File: config.mk
export PLATFORM = sky130hd
export DESIGN_NAME = fetch_status_ctrl
export DESIGN_NICKNAME = d
export VERILOG_FILES = /design/src/rtl/fsc_pkg.sv /design/src/rtl/fsc_stall_flags.sv /design/src/rtl/fsc_thread_fsm.sv /design/src/rtl/fsc_pc_track.sv /design/src/rtl/fetch_status_ctrl.sv
export SDC_FILE = /design/constraint.sdc
export NUM_CORES = 1
export LEC_CHECK = 0
export BUFFER_PORTS_ARGS = -buffer_cell sky130_fd_sc_hd__buf_2
export CORE_AREA = 10 10 276 278
export CTS_BUF_LIST = sky130_fd_sc_hd__clkbuf_4 sky130_fd_sc_hd__clkbuf_8
export CTS_CLUSTER_DIAMETER = 40
export DETAILED_ROUTE_END_ITERATION = 12
export DIE_AREA = 0 0 286 288
export MAX_ROUTING_LAYER = met4
export PLACE_DENSITY_LB_ADDON = 0.2
export SYNTH_ARGS = -nofsm -noshare
export SYNTH_HDL_FRONTEND = slang
export SYNTH_HIERARCHICAL = 1
export SYNTH_SLANG_ARGS = --single-unit
File: constraint.sdc
create_clock -name clk -period 8.35 [get_ports clk]
set_input_delay 1.67 -clock clk [delete_from_list [all_inputs] [get_ports clk]]
set_output_delay 1.67 -clock clk [all_outputs]
set_load 0.03 [all_outputs]
File: src/rtl/fsc_pkg.sv
package fsc_pkg;

  localparam int ST_W = 4;
  localparam int NSRC = 4;

  typedef enum logic [ST_W-1:0] {
    FS_RUN        = 4'd0,
    FS_IDLE       = 4'd1,
    FS_SQUASH     = 4'd2,
    FS_BLOCKED    = 4'd3,
    FS_WAIT_RESP  = 4'd4,
    FS_WAIT_RETRY = 4'd5,
    FS_FILL_DONE  = 4'd6,
    FS_TRAP       = 4'd7,
    FS_QUIESCE    = 4'd8
  } fstate_e;

  typedef enum logic [1:0] {
    RD_NONE = 2'd0,
    RD_CMT  = 2'd1,
    RD_DEC  = 2'd2
  } redir_e;

  typedef struct packed {
    logic cmt_sq;
    logic rob_busy;
    logic dec_sq;
    logic miss_issue;
    logic miss_nack;
    logic retry_ok;
    logic fill_done;
    logic select;
    logic trap;
    logic quiesce;
    logic wake;
  } fevents_t;

  function automatic logic fs_is_live(fstate_e s);
    return (s == FS_RUN) || (s == FS_SQUASH) || (s == FS_FILL_DONE);
  endfunction

endpackage

File: src/rtl/fsc_stall_flags.sv
module fsc_stall_flags #(
  parameter int NSRC = 4
) (
  input  logic            clk,
  input  logic            rst_n,
  input  logic [NSRC-1:0] blk_i,
  input  logic [NSRC-1:0] unblk_i,
  output logic [NSRC-1:0] flags_q_o,
  output logic [NSRC-1:0] flags_nx_o
);

  for (genvar s = 0; s < NSRC; s++) begin : g_src
    logic flag_q;
    logic flag_nx;

    // unblock wins; a set flag stays set until its own unblock
    always_comb begin
      flag_nx = flag_q;
      if (blk_i[s])   flag_nx = 1'b1;
      if (unblk_i[s]) flag_nx = 1'b0;
    end

    always_ff @(posedge clk) begin
      if (!rst_n) flag_q <= 1'b0;
      else        flag_q <= flag_nx;
    end

    assign flags_q_o[s]  = flag_q;
    assign flags_nx_o[s] = flag_nx;
  end

endmodule

File: src/rtl/fsc_thread_fsm.sv
module fsc_thread_fsm
  import fsc_pkg::*;
(
  input  logic     clk,
  input  logic     rst_n,
  input  logic     active_i,
  input  logic     stall_i,
  input  fevents_t ev_i,
  output fstate_e  state_o,
  output redir_e   redir_o
);

  fstate_e st_q;
  fstate_e st_nx;
  logic    in_wait;

  assign in_wait = (st_q == FS_WAIT_RESP) || (st_q == FS_WAIT_RETRY);

  // Fixed priority: enable, commit squash, ROB squash, decode squash,
  // stall, release, then per-state events.
  always_comb begin
    st_nx   = st_q;
    redir_o = RD_NONE;
    if (!active_i) begin
      st_nx = FS_IDLE;
    end else if (ev_i.cmt_sq) begin
      st_nx   = FS_SQUASH;
      redir_o = RD_CMT;
    end else if (ev_i.rob_busy) begin
      st_nx = FS_SQUASH;
    end else if (ev_i.dec_sq) begin
      if (st_q != FS_SQUASH) begin
        st_nx   = FS_SQUASH;
        redir_o = RD_DEC;
      end
    end else if (stall_i && !in_wait) begin
      st_nx = FS_BLOCKED;
    end else if (st_q == FS_BLOCKED || st_q == FS_SQUASH) begin
      st_nx = FS_RUN;
    end else begin
      case (st_q)
        FS_RUN: begin
          if (ev_i.trap)            st_nx = FS_TRAP;
          else if (ev_i.quiesce)    st_nx = FS_QUIESCE;
          else if (ev_i.miss_nack)  st_nx = FS_WAIT_RETRY;
          else if (ev_i.miss_issue) st_nx = FS_WAIT_RESP;
        end
        FS_IDLE:       st_nx = FS_RUN;
        FS_WAIT_RESP: begin
          if (ev_i.fill_done) st_nx = stall_i ? FS_BLOCKED : FS_FILL_DONE;
        end
        FS_WAIT_RETRY: begin
          if (ev_i.retry_ok) st_nx = FS_WAIT_RESP;
        end
        FS_FILL_DONE: begin
          if (ev_i.select) st_nx = FS_RUN;
        end
        FS_QUIESCE: begin
          if (ev_i.wake) st_nx = FS_RUN;
        end
        default: st_nx = st_q;
      endcase
    end
  end

  always_ff @(posedge clk) begin
    if (!rst_n) st_q <= FS_RUN;
    else        st_q <= st_nx;
  end

  assign state_o = st_q;

endmodule

File: src/rtl/fsc_pc_track.sv
module fsc_pc_track #(
  parameter int              PC_W       = 32,
  parameter int              INST_BYTES = 4,
  parameter logic [PC_W-1:0] RESET_PC   = 'h1000
) (
  input  logic            clk,
  input  logic            rst_n,
  input  logic            load_i,
  input  logic [PC_W-1:0] load_pc_i,
  output logic [PC_W-1:0] pc_o,
  output logic [PC_W-1:0] npc_o,
  output logic [PC_W-1:0] nnpc_o
);

  localparam logic [PC_W-1:0] STEP1 = PC_W'(INST_BYTES);
  localparam logic [PC_W-1:0] STEP2 = PC_W'(2 * INST_BYTES);

  always_ff @(posedge clk) begin
    if (!rst_n) begin
      pc_o   <= RESET_PC;
      npc_o  <= RESET_PC + STEP1;
      nnpc_o <= RESET_PC + STEP2;
    end else if (load_i) begin
      pc_o   <= load_pc_i;
      npc_o  <= load_pc_i + STEP1;
      nnpc_o <= load_pc_i + STEP2;
    end
  end

endmodule

File: src/rtl/fetch_status_ctrl.sv
module fetch_status_ctrl
  import fsc_pkg::*;
#(
  parameter int              NTHREADS   = 4,
  parameter int              PC_W       = 32,
  parameter int              INST_BYTES = 4,
  parameter logic [PC_W-1:0] RESET_PC   = 'h1000
) (
  input  logic                     clk,
  input  logic                     rst_n,
  input  logic [NTHREADS-1:0]      active_mask,
  input  logic                     ctx_switch,
  input  logic [NTHREADS-1:0]      blk_dec,
  input  logic [NTHREADS-1:0]      unblk_dec,
  input  logic [NTHREADS-1:0]      blk_ren,
  input  logic [NTHREADS-1:0]      unblk_ren,
  input  logic [NTHREADS-1:0]      blk_exe,
  input  logic [NTHREADS-1:0]      unblk_exe,
  input  logic [NTHREADS-1:0]      blk_cmt,
  input  logic [NTHREADS-1:0]      unblk_cmt,
  input  logic [NTHREADS-1:0]      cmt_squash,
  input  logic [NTHREADS-1:0]      cmt_rob_busy,
  input  logic [NTHREADS*PC_W-1:0] cmt_redirect_pc,
  input  logic [NTHREADS-1:0]      dec_squash,
  input  logic [NTHREADS*PC_W-1:0] dec_redirect_pc,
  input  logic [NTHREADS-1:0]      miss_issue,
  input  logic [NTHREADS-1:0]      miss_nack,
  input  logic [NTHREADS-1:0]      retry_ok,
  input  logic [NTHREADS-1:0]      fill_done,
  input  logic [NTHREADS-1:0]      fetch_select,
  input  logic [NTHREADS-1:0]      trap_evt,
  input  logic [NTHREADS-1:0]      quiesce_evt,
  input  logic [NTHREADS-1:0]      wake_evt,
  output logic [NTHREADS*ST_W-1:0] status_o,
  output logic [NTHREADS*PC_W-1:0] pc_o,
  output logic [NTHREADS*PC_W-1:0] npc_o,
  output logic [NTHREADS*PC_W-1:0] nnpc_o,
  output logic                     stage_active
);

  localparam int FLAG_W = NTHREADS * NSRC;

  logic [FLAG_W-1:0]   stall_flags;
  logic [NTHREADS-1:0] live;

  for (genvar t = 0; t < NTHREADS; t++) begin : g_thr
    logic [NSRC-1:0] blk_v;
    logic [NSRC-1:0] unblk_v;
    logic [NSRC-1:0] flags_q;
    logic [NSRC-1:0] flags_nx;
    logic            stall_any;
    fevents_t        ev;
    fstate_e         st;
    redir_e          rd;
    logic            load;
    logic [PC_W-1:0] load_pc;

    // source order inside a thread: bit0 decode, bit1 rename, bit2 exe, bit3 commit
    assign blk_v   = {blk_cmt[t], blk_exe[t], blk_ren[t], blk_dec[t]};
    assign unblk_v = {unblk_cmt[t], unblk_exe[t], unblk_ren[t], unblk_dec[t]};

    fsc_stall_flags #(.NSRC(NSRC)) u_flags (
      .clk       (clk),
      .rst_n     (rst_n),
      .blk_i     (blk_v),
      .unblk_i   (unblk_v),
      .flags_q_o (flags_q),
      .flags_nx_o(flags_nx)
    );

    assign stall_any = (|flags_nx) | ctx_switch;

    assign ev.cmt_sq     = cmt_squash[t];
    assign ev.rob_busy   = cmt_rob_busy[t];
    assign ev.dec_sq     = dec_squash[t];
    assign ev.miss_issue = miss_issue[t];
    assign ev.miss_nack  = miss_nack[t];
    assign ev.retry_ok   = retry_ok[t];
    assign ev.fill_done  = fill_done[t];
    assign ev.select     = fetch_select[t];
    assign ev.trap       = trap_evt[t];
    assign ev.quiesce    = quiesce_evt[t];
    assign ev.wake       = wake_evt[t];

    fsc_thread_fsm u_fsm (
      .clk     (clk),
      .rst_n   (rst_n),
      .active_i(active_mask[t]),
      .stall_i (stall_any),
      .ev_i    (ev),
      .state_o (st),
      .redir_o (rd)
    );

    assign load    = (rd != RD_NONE);
    assign load_pc = (rd == RD_CMT) ? cmt_redirect_pc[t*PC_W +: PC_W]
                                    : dec_redirect_pc[t*PC_W +: PC_W];

    fsc_pc_track #(
      .PC_W      (PC_W),
      .INST_BYTES(INST_BYTES),
      .RESET_PC  (RESET_PC)
    ) u_pc (
      .clk      (clk),
      .rst_n    (rst_n),
      .load_i   (load),
      .load_pc_i(load_pc),
      .pc_o     (pc_o[t*PC_W +: PC_W]),
      .npc_o    (npc_o[t*PC_W +: PC_W]),
      .nnpc_o   (nnpc_o[t*PC_W +: PC_W])
    );

    assign status_o[t*ST_W +: ST_W]       = st;
    assign live[t]                        = fs_is_live(st);
    assign stall_flags[t*NSRC +: NSRC]    = flags_q;
  end

  assign stage_active = |(live & active_mask);

endmodule

==> flow_summary.json, run 1 <==
{
  "syn_area_per_cell_um2": 8.67,
  "postCtsSetupRepairBufs": 0,
  "die-height_um": 288,
  "clockPowerShare": 0.423,
  "fp.coreArea_um2": 70900,
  "rsz0062_at_grt": "false",
  "syn_inst": 2689,
  "status": "complete, no violations",
  "fp.dieW_um": 286,
  "fmax_ghz": 0.197,
  "drive_gt1_frac": 0.343,
  "cp_max_fo": 32,
  "grt_max_degree": 89,
  "drc": 0,
  "final_util": 0.406,
  "wl_met1_um": 39500,
  "cts_buffers": 90,
  "grt_pass1_wl_um": 137000,
  "die_area_um2": 82400,
  "fill_cells": 7445,
  "cts_num_sinks": 396,
  "clk-insertion-delay-late_ns": 0.70,
  "worstSetupPathType": "in2reg",
  "finalHoldViolCount": 0,
  "drtIter0Drc": 1541,
  "via_per_inst": 5.25,
  "multi_input_area_um2": 13400,
  "synth_nets": 3036,
  "skew_ns": 0.0604,
  "layout.cells.non_filler": 4286,
  "post-place-ws_ns": 2.60,
  "hpwl_um": 70700,
  "crit_path_start_kind": "input port",
  "gp_congestion": 0.897,
  "highest_layer": "met4",
  "dp_cells": 4117,
  "p_comb_frac": 0.216,
  "seq_power_share": 0.361,
  "worst_slack_ns": 3.28,
  "fin_crit_sh": 0.607,
  "setup_viol": 0,
  "start_util": 0.329,
  "worstPathArrival_ns": 5.59,
  "wl_met3_um": 6940,
  "vias": 22500,
  "io_pins": 740,
  "yosysWarningCount": 6,
  "min_path_type": "reg2reg",
  "grt_use_total": 0.217,
  "end_kind": "flop",
  "hold_buffers": 0,
  "drtAntennaViolNets": 0,
  "max-cap-violations": 0,
  "dr.pass1.iters": 8,
  "setup_tns_ns": 0,
  "antenna_found_initial": 8,
  "h-tree-depth": 3,
  "vdd_drop_max_v": 0.000213,
  "power_switching_mw": 1.91,
  "seqCellArea_um2": 7930,
  "p_sw_frac": 0.328,
  "route.met2.wl_um": 44300,
  "grt_pass1_vias": 21600,
  "crit_required_ns": 8.87,
  "cts_buffer_depth": 3,
  "path_clk_slew_ns": 0.06,
  "p_leak_nw": 12.0,
  "nets": 3606,
  "power.density_nw_per_um2": 203,
  "drt_wl_total_um": 93400,
  "tritoncts": "done",
  "cts_root_buf": "clkbuf_8",
  "internal_power_mw": 3.91,
  "tightest_slew_ns": 1.16,
  "min_period_ns": 5.07,
  "cts.repair.resized": 0,
  "area_growth_syn_to_layout_pct": 23.3,
  "slew_headroom": 0.220,
  "rows": 98,
  "syn_area_um2": 23300,
  "grt-ovfl-total": 0,
  "drv_slew": 0,
  "port_buffers": 739,
  "routedWlPerCell_um": 21.8
}
## metrics by stage
step	instance area, um2	power (mW)	hold slack (ns)
5_1_grt	28800	6.08	0.478
3_3_place_gp	26700	3.40	0.449
2_1_floorplan	23300	3.00	0.500
3_5_place_dp	26700	3.40	0.454
4_1_cts	28700	5.89	0.463
6_report	28800	5.82	0.461
## layout make-up
cell class | instances | area share
Sequential cell | 396 | 0.276
Inverter | 96 | 0.0125
Clock buffer | 127 | 0.0556
Antenna cell | 6 | 0.000522
Multi-Input combinational cell | 1919 | 0.466
Tap cell | 950 | 0.0413
Clock inverter | 36 | 0.0149
Timing Repair Buffer | 756 | 0.133
## final timing paths
path / slack [ns] / cells past startpoint / end / startpoint
worst min register to register: 0.46 / 2 / g_thr[3].u_pc/pc_o[28]$_SDFFE_PN0P_ / g_thr[3].u_pc/pc_o[28]$_SDFFE_PN0P_
worst max register to register: 3.89 / 10 / g_thr[0].u_pc/nnpc_o[25]$_SDFFE_PN0P_ / g_thr[0].u_fsm/state_o[0]$_SDFFE_PN0P_
worst min-delay path: 0.46 / 2 / g_thr[3].u_pc/pc_o[28]$_SDFFE_PN0P_ / g_thr[3].u_pc/pc_o[28]$_SDFFE_PN0P_
worst max-delay path: 3.28 / 12 / g_thr[0].u_pc/nnpc_o[25]$_SDFFE_PN0P_ / cmt_squash[0]
## worst max-delay path, stage by stage
cell and delay, ns:
buf_2 0.12, nor3_1 0.46, nand2_1 0.11, a31oi_1 0.60, nor2b_4 0.06, buf_4 0.33, mux2_4 0.32, ha_1 0.33
nand4_4 0.21, nor4_1 0.98, and4_1 0.31, a211oi_1 0.07
## power groups by stage
stage | Clock [mW] | Combinational (mW) | Sequential [mW]
floorplan | 0 | 0.640 | 2.36
CTS | 2.53 | 1.26 | 2.10
global route | 2.61 | 1.35 | 2.12
finish | 2.47 | 1.26 | 2.10
detailed placement | 0 | 1.26 | 2.14
global placement | 0 | 1.26 | 2.14
## placed cells by master, fill, tap and decap left out, types with 18 or more instances in the layout
cell / instances
a211oi_1: 75
a21oi_1: 101
a311oi_1: 44
a31oi_1: 63
a41oi_1: 18
and3_1: 43
and4_1: 32
buf_2: 738
clkbuf_4: 24
clkbuf_8: 103
dfxtp_1: 396
inv_1: 92
mux2_4: 123
mux2i_1: 115
nand2_1: 163
nand2b_1: 56
nand3_1: 77
nand4_1: 62
nor2_1: 244
nor3_1: 73
nor4_1: 43
o21ai_0: 173
o31ai_1: 28
or4_1: 29
xnor2_1: 56
xor2_1: 28
## metal layers
layer	vias to the layer above	track usage
met5	-	-
met4	0	0.0741
met3	137	0.0602
met2	783	0.347
met1	10600	0.259
li1	11000	-
## flip-flops by register name, indices dropped and copies added (netlist names)
signal and cells:
g_thr.u_pc/npc_o 120, g_thr.u_pc/nnpc_o 116, g_thr.u_pc/pc_o 128, g_thr.u_fsm/state_o 16, g_thr.u_flags/g_src.flag_q 16
(Power assumes the default switching activity.)
==> inputs of run 2 (changes only) <==
- clock period: 8.35 -> 4.9 ns (I/O delays scaled with it)
==> flow_summary.json, run 2 (synthesis results as in run 1) <==
{
  "r2r_slack_ns": 0.80,
  "start_util": 0.329,
  "hold_buffers": 0,
  "drt_wl_total_um": 95400,
  "worst_slack_ns": 0.798,
  "drc": 0,
  "largest-register": "g_thr.u_pc/pc_o",
  "worstPathArrival_ns": 4.69,
  "die_area_um2": 82400,
  "grt_use_total": 0.224,
  "worstSetupPathType": "reg2reg",
  "tightest_slew_ns": 1.03,
  "end_kind": "flop",
  "slowest_stage": "nor2b_4",
  "h-tree-depth": 3,
  "fmax_ghz": 0.244,
  "port_buffers": 739,
  "power.density_nw_per_um2": 354,
  "largest_reg_flops": 128,
  "vias": 22800,
  "area_growth_syn_to_layout_pct": 25.3,
  "finalHoldViolCount": 0,
  "r2r_start": "g_thr[1].u_fsm/state_o[0]$_SDFFE_PN0P_",
  "setup_tns_ns": 0,
  "antenna_found_initial": 9,
  "post-place-ws_ns": 0.511,
  "drtIter0Drc": 1690,
  "seqCellArea_um2": 7930,
  "drv_slew": 0,
  "rsz0062_at_grt": "false",
  "max-cap-violations": 0,
  "tritoncts": "done",
  "hold_start": "g_thr[3].u_pc/pc_o[21]$_SDFFE_PN0P_",
  "setup_viol": 0,
  "skew_ns": 0.0422,
  "path_cells": "nor2_1, a311oi_1, nor2b_4, mux2_4, ha_1, nand4_4, or3_4, or4_1, a31oi_1",
  "layout_commonest_cell": "buf_2",
  "rr_endpoint": "g_thr[1].u_pc/nnpc_o[31]$_SDFFE_PN0P_",
  "via_per_inst": 5.28,
  "path_clk_slew_ns": 0.05,
  "fp.coreArea_um2": 70900,
  "min_to": "g_thr[3].u_pc/pc_o[21]$_SDFFE_PN0P_",
  "cts_buffers": 92,
  "hold_path_depth": 2,
  "fp.dieW_um": 286,
  "fill_cells": 7425,
  "dr.pass1.iters": 6,
  "grt_pass1_vias": 22400,
  "gp_congestion": 0.928,
  "grt_pass1_wl_um": 141000,
  "drtAntennaViolNets": 0,
  "p_total_mw": 10.3,
  "p_leak_nw": 12.3,
  "grt_max_degree": 121,
  "reg_top3": "g_thr.u_pc/pc_o: 128 flops, g_thr.u_pc/npc_o: 120 flops, g_thr.u_pc/nnpc_o: 116 flops",
  "vdd_drop_max_v": 0.000227,
  "slew_headroom": 0.312,
  "rows": 98,
  "fin_crit_sh": 0.837,
  "cp_max_fo": 23,
  "cts_num_sinks": 396,
  "cts_root_buf": "clkbuf_8",
  "worst-path-buf-inv": 0,
  "min_path_type": "reg2reg",
  "crit_path_start_kind": "flop",
  "multi_input_area_um2": 13400,
  "nets": 3637,
  "cts_buffer_depth": 3,
  "cpLargestDelayFamily": "simple AND/OR/NAND/NOR gates",
  "die-height_um": 288,
  "mostFrequentLayoutCells": "buf_2, dfxtp_1, nor2_1",
  "crit_required_ns": 5.49,
  "min_period_ns": 4.10,
  "slowest_delay_ns": 0.86,
  "status": "complete, no violations",
  "postCtsSetupRepairBufs": 0,
  "io_pins": 740,
  "routedWlPerCell_um": 22.1,
  "hpwl_um": 72800,
  "drive_gt1_frac": 0.349,
  "clk-insertion-delay-late_ns": 0.69,
  "cts.repair.resized": 0,
  "rr_worst_depth": 9,
  "grt-ovfl-total": 0
}
run 2: changes by cell type in the layout (fill, tap and decap cells not counted), moves of 4 or more:
cell       delta
bufinv_16     +6
clkbuf_4      -7
buf_4        +25
clkbuf_8      +5
buf_12        +4
run 2: per-stage QoR:
stage / area, um2 / instances / utilization / hold WS (ns)
floorplan: 23300 / 2689 / - / 0.500
global placement: 27000 / 4146 / 0.381 / 0.454
detailed placement: 27000 / 4146 / 0.381 / 0.454
CTS: 29200 / 4313 / 0.412 / 0.420
global route: 29200 / 4318 / 0.412 / 0.454
finish: 29200 / 4318 / 0.412 / 0.463
run 2: layout make-up:
| cell class | count | share of cell area |
|---|---|---|
| diodes | 5 | 0.000428 |
| multi-input cells | 1919 | 0.459 |
| clock buffers | 125 | 0.0553 |
| inverters | 96 | 0.0123 |
| well taps | 950 | 0.0407 |
| repair buffers | 785 | 0.140 |
| clock inverters | 42 | 0.0207 |
| flip-flops and latches | 396 | 0.271 |
run 2: metal layers:
layer	track usage	wire [um]	vias to the layer above
met3	0.0502	6190	147
met4	0.0717	2540	0
li1	-	-	11000
met2	0.364	45700	796
met5	-	0	-
met1	0.272	41000	10800
run 2: worst register-to-register path: cells and delay by family (launching register included):
family | cells | cell delay, ns
compound gates | 2 | 0.39
fa+ha+maj | 1 | 0.32
flops | 1 | 0.53
mux | 1 | 0.38
simple gates | 5 | 2.38
run 2: how the worst max path moves through the flow:
stage,startpoint,endpoint,slack (ns),cells past startpoint
after floorplan,cmt_squash[1],g_thr[1].u_pc/nnpc_o[29]$_SDFFE_PN0P_,0.92,13
after global placement,cmt_squash[1],g_thr[1].u_pc/nnpc_o[31]$_SDFFE_PN0P_,0.56,11
after detailed placement,cmt_squash[1],g_thr[1].u_pc/nnpc_o[31]$_SDFFE_PN0P_,0.51,11
after CTS,g_thr[1].u_fsm/state_o[0]$_SDFFE_PN0P_,g_thr[1].u_pc/nnpc_o[31]$_SDFFE_PN0P_,0.84,9
after global routing,g_thr[1].u_fsm/state_o[0]$_SDFFE_PN0P_,g_thr[1].u_pc/nnpc_o[31]$_SDFFE_PN0P_,0.58,9
final,g_thr[1].u_fsm/state_o[0]$_SDFFE_PN0P_,g_thr[1].u_pc/nnpc_o[31]$_SDFFE_PN0P_,0.80,9
run 2: report_power, final:
part           leakage [nW]  switching, mW  internal (mW)
sequential             3.26          0.135           3.44
clock                  1.14           1.73           2.85
combinational          7.89           1.44          0.734
total                  12.3           3.30           7.03
==> inputs of run 3 (changes only) <==
- ABC_AREA: not set -> 1
- CORE_AREA: 10 10 276 278 -> 10 10 283 285
- DIE_AREA: 0 0 286 288 -> 0 0 293 295
- clock period: 4.9 -> 3.7 ns (I/O delays scaled with it)
==> flow_summary.json, run 3 <==
{
  "status": "complete, no violations",
  "postCtsSetupRepairBufs": 0,
  "hpwl_um": 87400,
  "drt_wl_total_um": 109000,
  "reg_top3": "g_thr.u_pc/pc_o: 128 flops, g_thr.u_pc/npc_o: 120 flops, g_thr.u_pc/nnpc_o: 116 flops",
  "path_clk_slew_ns": 0.06,
  "drv_slew": 0,
  "drc": 0,
  "wl_met1_um": 46400,
  "p_leak_nw": 15.5,
  "h-tree-depth": 3,
  "io_pins": 740,
  "fmax_ghz": 0.316,
  "drtIter0Drc": 1765,
  "end_kind": "flop",
  "die-height_um": 295,
  "start_util": 0.312,
  "die_area_um2": 86400,
  "grt_pass1_vias": 26000,
  "layout.cells.non_filler": 5500,
  "clk-insertion-delay-late_ns": 0.70,
  "slew_headroom": 0.341,
  "vdd_drop_max_v": 0.000335,
  "drive_gt1_frac": 0.259,
  "dp_cells": 5319,
  "wl_met3_um": 7750,
  "cp_max_fo": 32,
  "post-place-ws_ns": 0.155,
  "antenna_found_initial": 14,
  "tightest_slew_ns": 0.987,
  "yosysWarningCount": 6,
  "vias": 26500,
  "p_total_mw": 13.7,
  "crit_path_start_kind": "flop",
  "cts_root_buf": "clkbuf_8",
  "crit_required_ns": 4.31,
  "cts_buffers": 93,
  "routedWlPerCell_um": 19.9,
  "grt_pass1_wl_um": 162000,
  "worstSetupPathType": "reg2reg",
  "fin_crit_sh": 0.855,
  "drtAntennaViolNets": 0,
  "syn_inst": 3732,
  "layout_commonest_cell": "nand2_1",
  "highest_layer": "met4",
  "rows": 100,
  "mostFrequentLayoutCells": "nand2_1, buf_2, nor2_1",
  "hold_ws_ns": 0.241,
  "setup_viol": 0,
  "cts_buffer_depth": 3,
  "min_path_type": "in2reg",
  "nets": 4792,
  "port_buffers": 739,
  "skew_ns": 0.0414,
  "gp_congestion": 0.949,
  "syn_area_per_cell_um2": 6.20,
  "final_util": 0.401,
  "fp.coreArea_um2": 74200,
  "route.met2.wl_um": 51400,
  "fin_area_um2": 29800,
  "fp.dieW_um": 293,
  "dr.pass1.iters": 7,
  "area_growth_syn_to_layout_pct": 28.5,
  "via_per_inst": 4.82,
  "fill_cells": 8184,
  "largest-register": "g_thr.u_pc/pc_o",
  "setup_tns_ns": 0,
  "hold_buffers": 0,
  "syn_area_um2": 23100,
  "synth_nets": 4079,
  "grt_max_degree": 81,
  "min_period_ns": 3.16,
  "largest_reg_flops": 128,
  "placed_area_um2": 27500,
  "finalHoldViolCount": 0,
  "tritoncts": "done",
  "cts.repair.resized": 0,
  "cts_num_sinks": 396,
  "power.density_nw_per_um2": 461,
  "rsz0062_at_grt": "false",
  "worst_slack_ns": 0.538,
  "grt_use_total": 0.249,
  "grt-ovfl-total": 0,
  "max-cap-violations": 0,
  "worstPathArrival_ns": 3.77
}
## run 3: cell type report
cell class | instances | area, um2 | share of cell area
diodes | 11 | 27.5 | 0.000925
clock buffers | 129 | 1630 | 0.0548
clock inverters | 41 | 558 | 0.0188
inverters | 322 | 1210 | 0.0407
multi-input cells | 2825 | 12900 | 0.434
flip-flops and latches | 396 | 7930 | 0.266
well taps | 969 | 1210 | 0.0407
repair buffers | 807 | 4280 | 0.144
## run 3: critical path: stages (launching register included)
cell and delay (ns):
dfxtp_1 0.54, inv_2 0.10, nand2_1 0.08, nor2_1 0.05, nor2_1 0.23, inv_2 0.09, nand2_4 0.27, nand2_1 0.08
nand2_1 0.33, ha_1 0.33, inv_1 0.06, nor2_1 0.23, nand2_2 0.14, nor2_4 0.21, nand3_2 0.11, nand2_1 0.07
nand2_1 0.04, nor2_1 0.12
## run 3: worst paths after layout
kind / startpoint / slack (ns) / cells after the start / end
worst max-delay path: g_thr[3].u_fsm/state_o[2]$_SDFFE_PP0P_ / 0.54 / 17 / g_thr[3].u_pc/npc_o[26]$_SDFFE_PN0P_
worst min-delay path: unblk_ren[0] / 0.24 / 2 / g_thr[0].u_flags/g_src[1].flag_q$_SDFF_PN0_
worst max register to register: g_thr[3].u_fsm/state_o[2]$_SDFFE_PP0P_ / 0.54 / 17 / g_thr[3].u_pc/npc_o[26]$_SDFFE_PN0P_
worst min register to register: g_thr[2].u_pc/pc_o[12]$_SDFFE_PN1P_ / 0.45 / 2 / g_thr[2].u_pc/pc_o[12]$_SDFFE_PN1P_
## run 3: layer usage
metal,vias to the layer above,global-route usage
li1,13300,-
met1,12200,0.295
met2,849,0.404
met3,187,0.0617
met4,0,0.0929
met5,-,-
## run 3: power by group
group / total (mW) / switching [mW] / internal (mW)
combinational: 2.96 / 2.13 / 0.830
sequential: 4.73 / 0.176 / 4.56
clock: 6.01 / 2.29 / 3.71
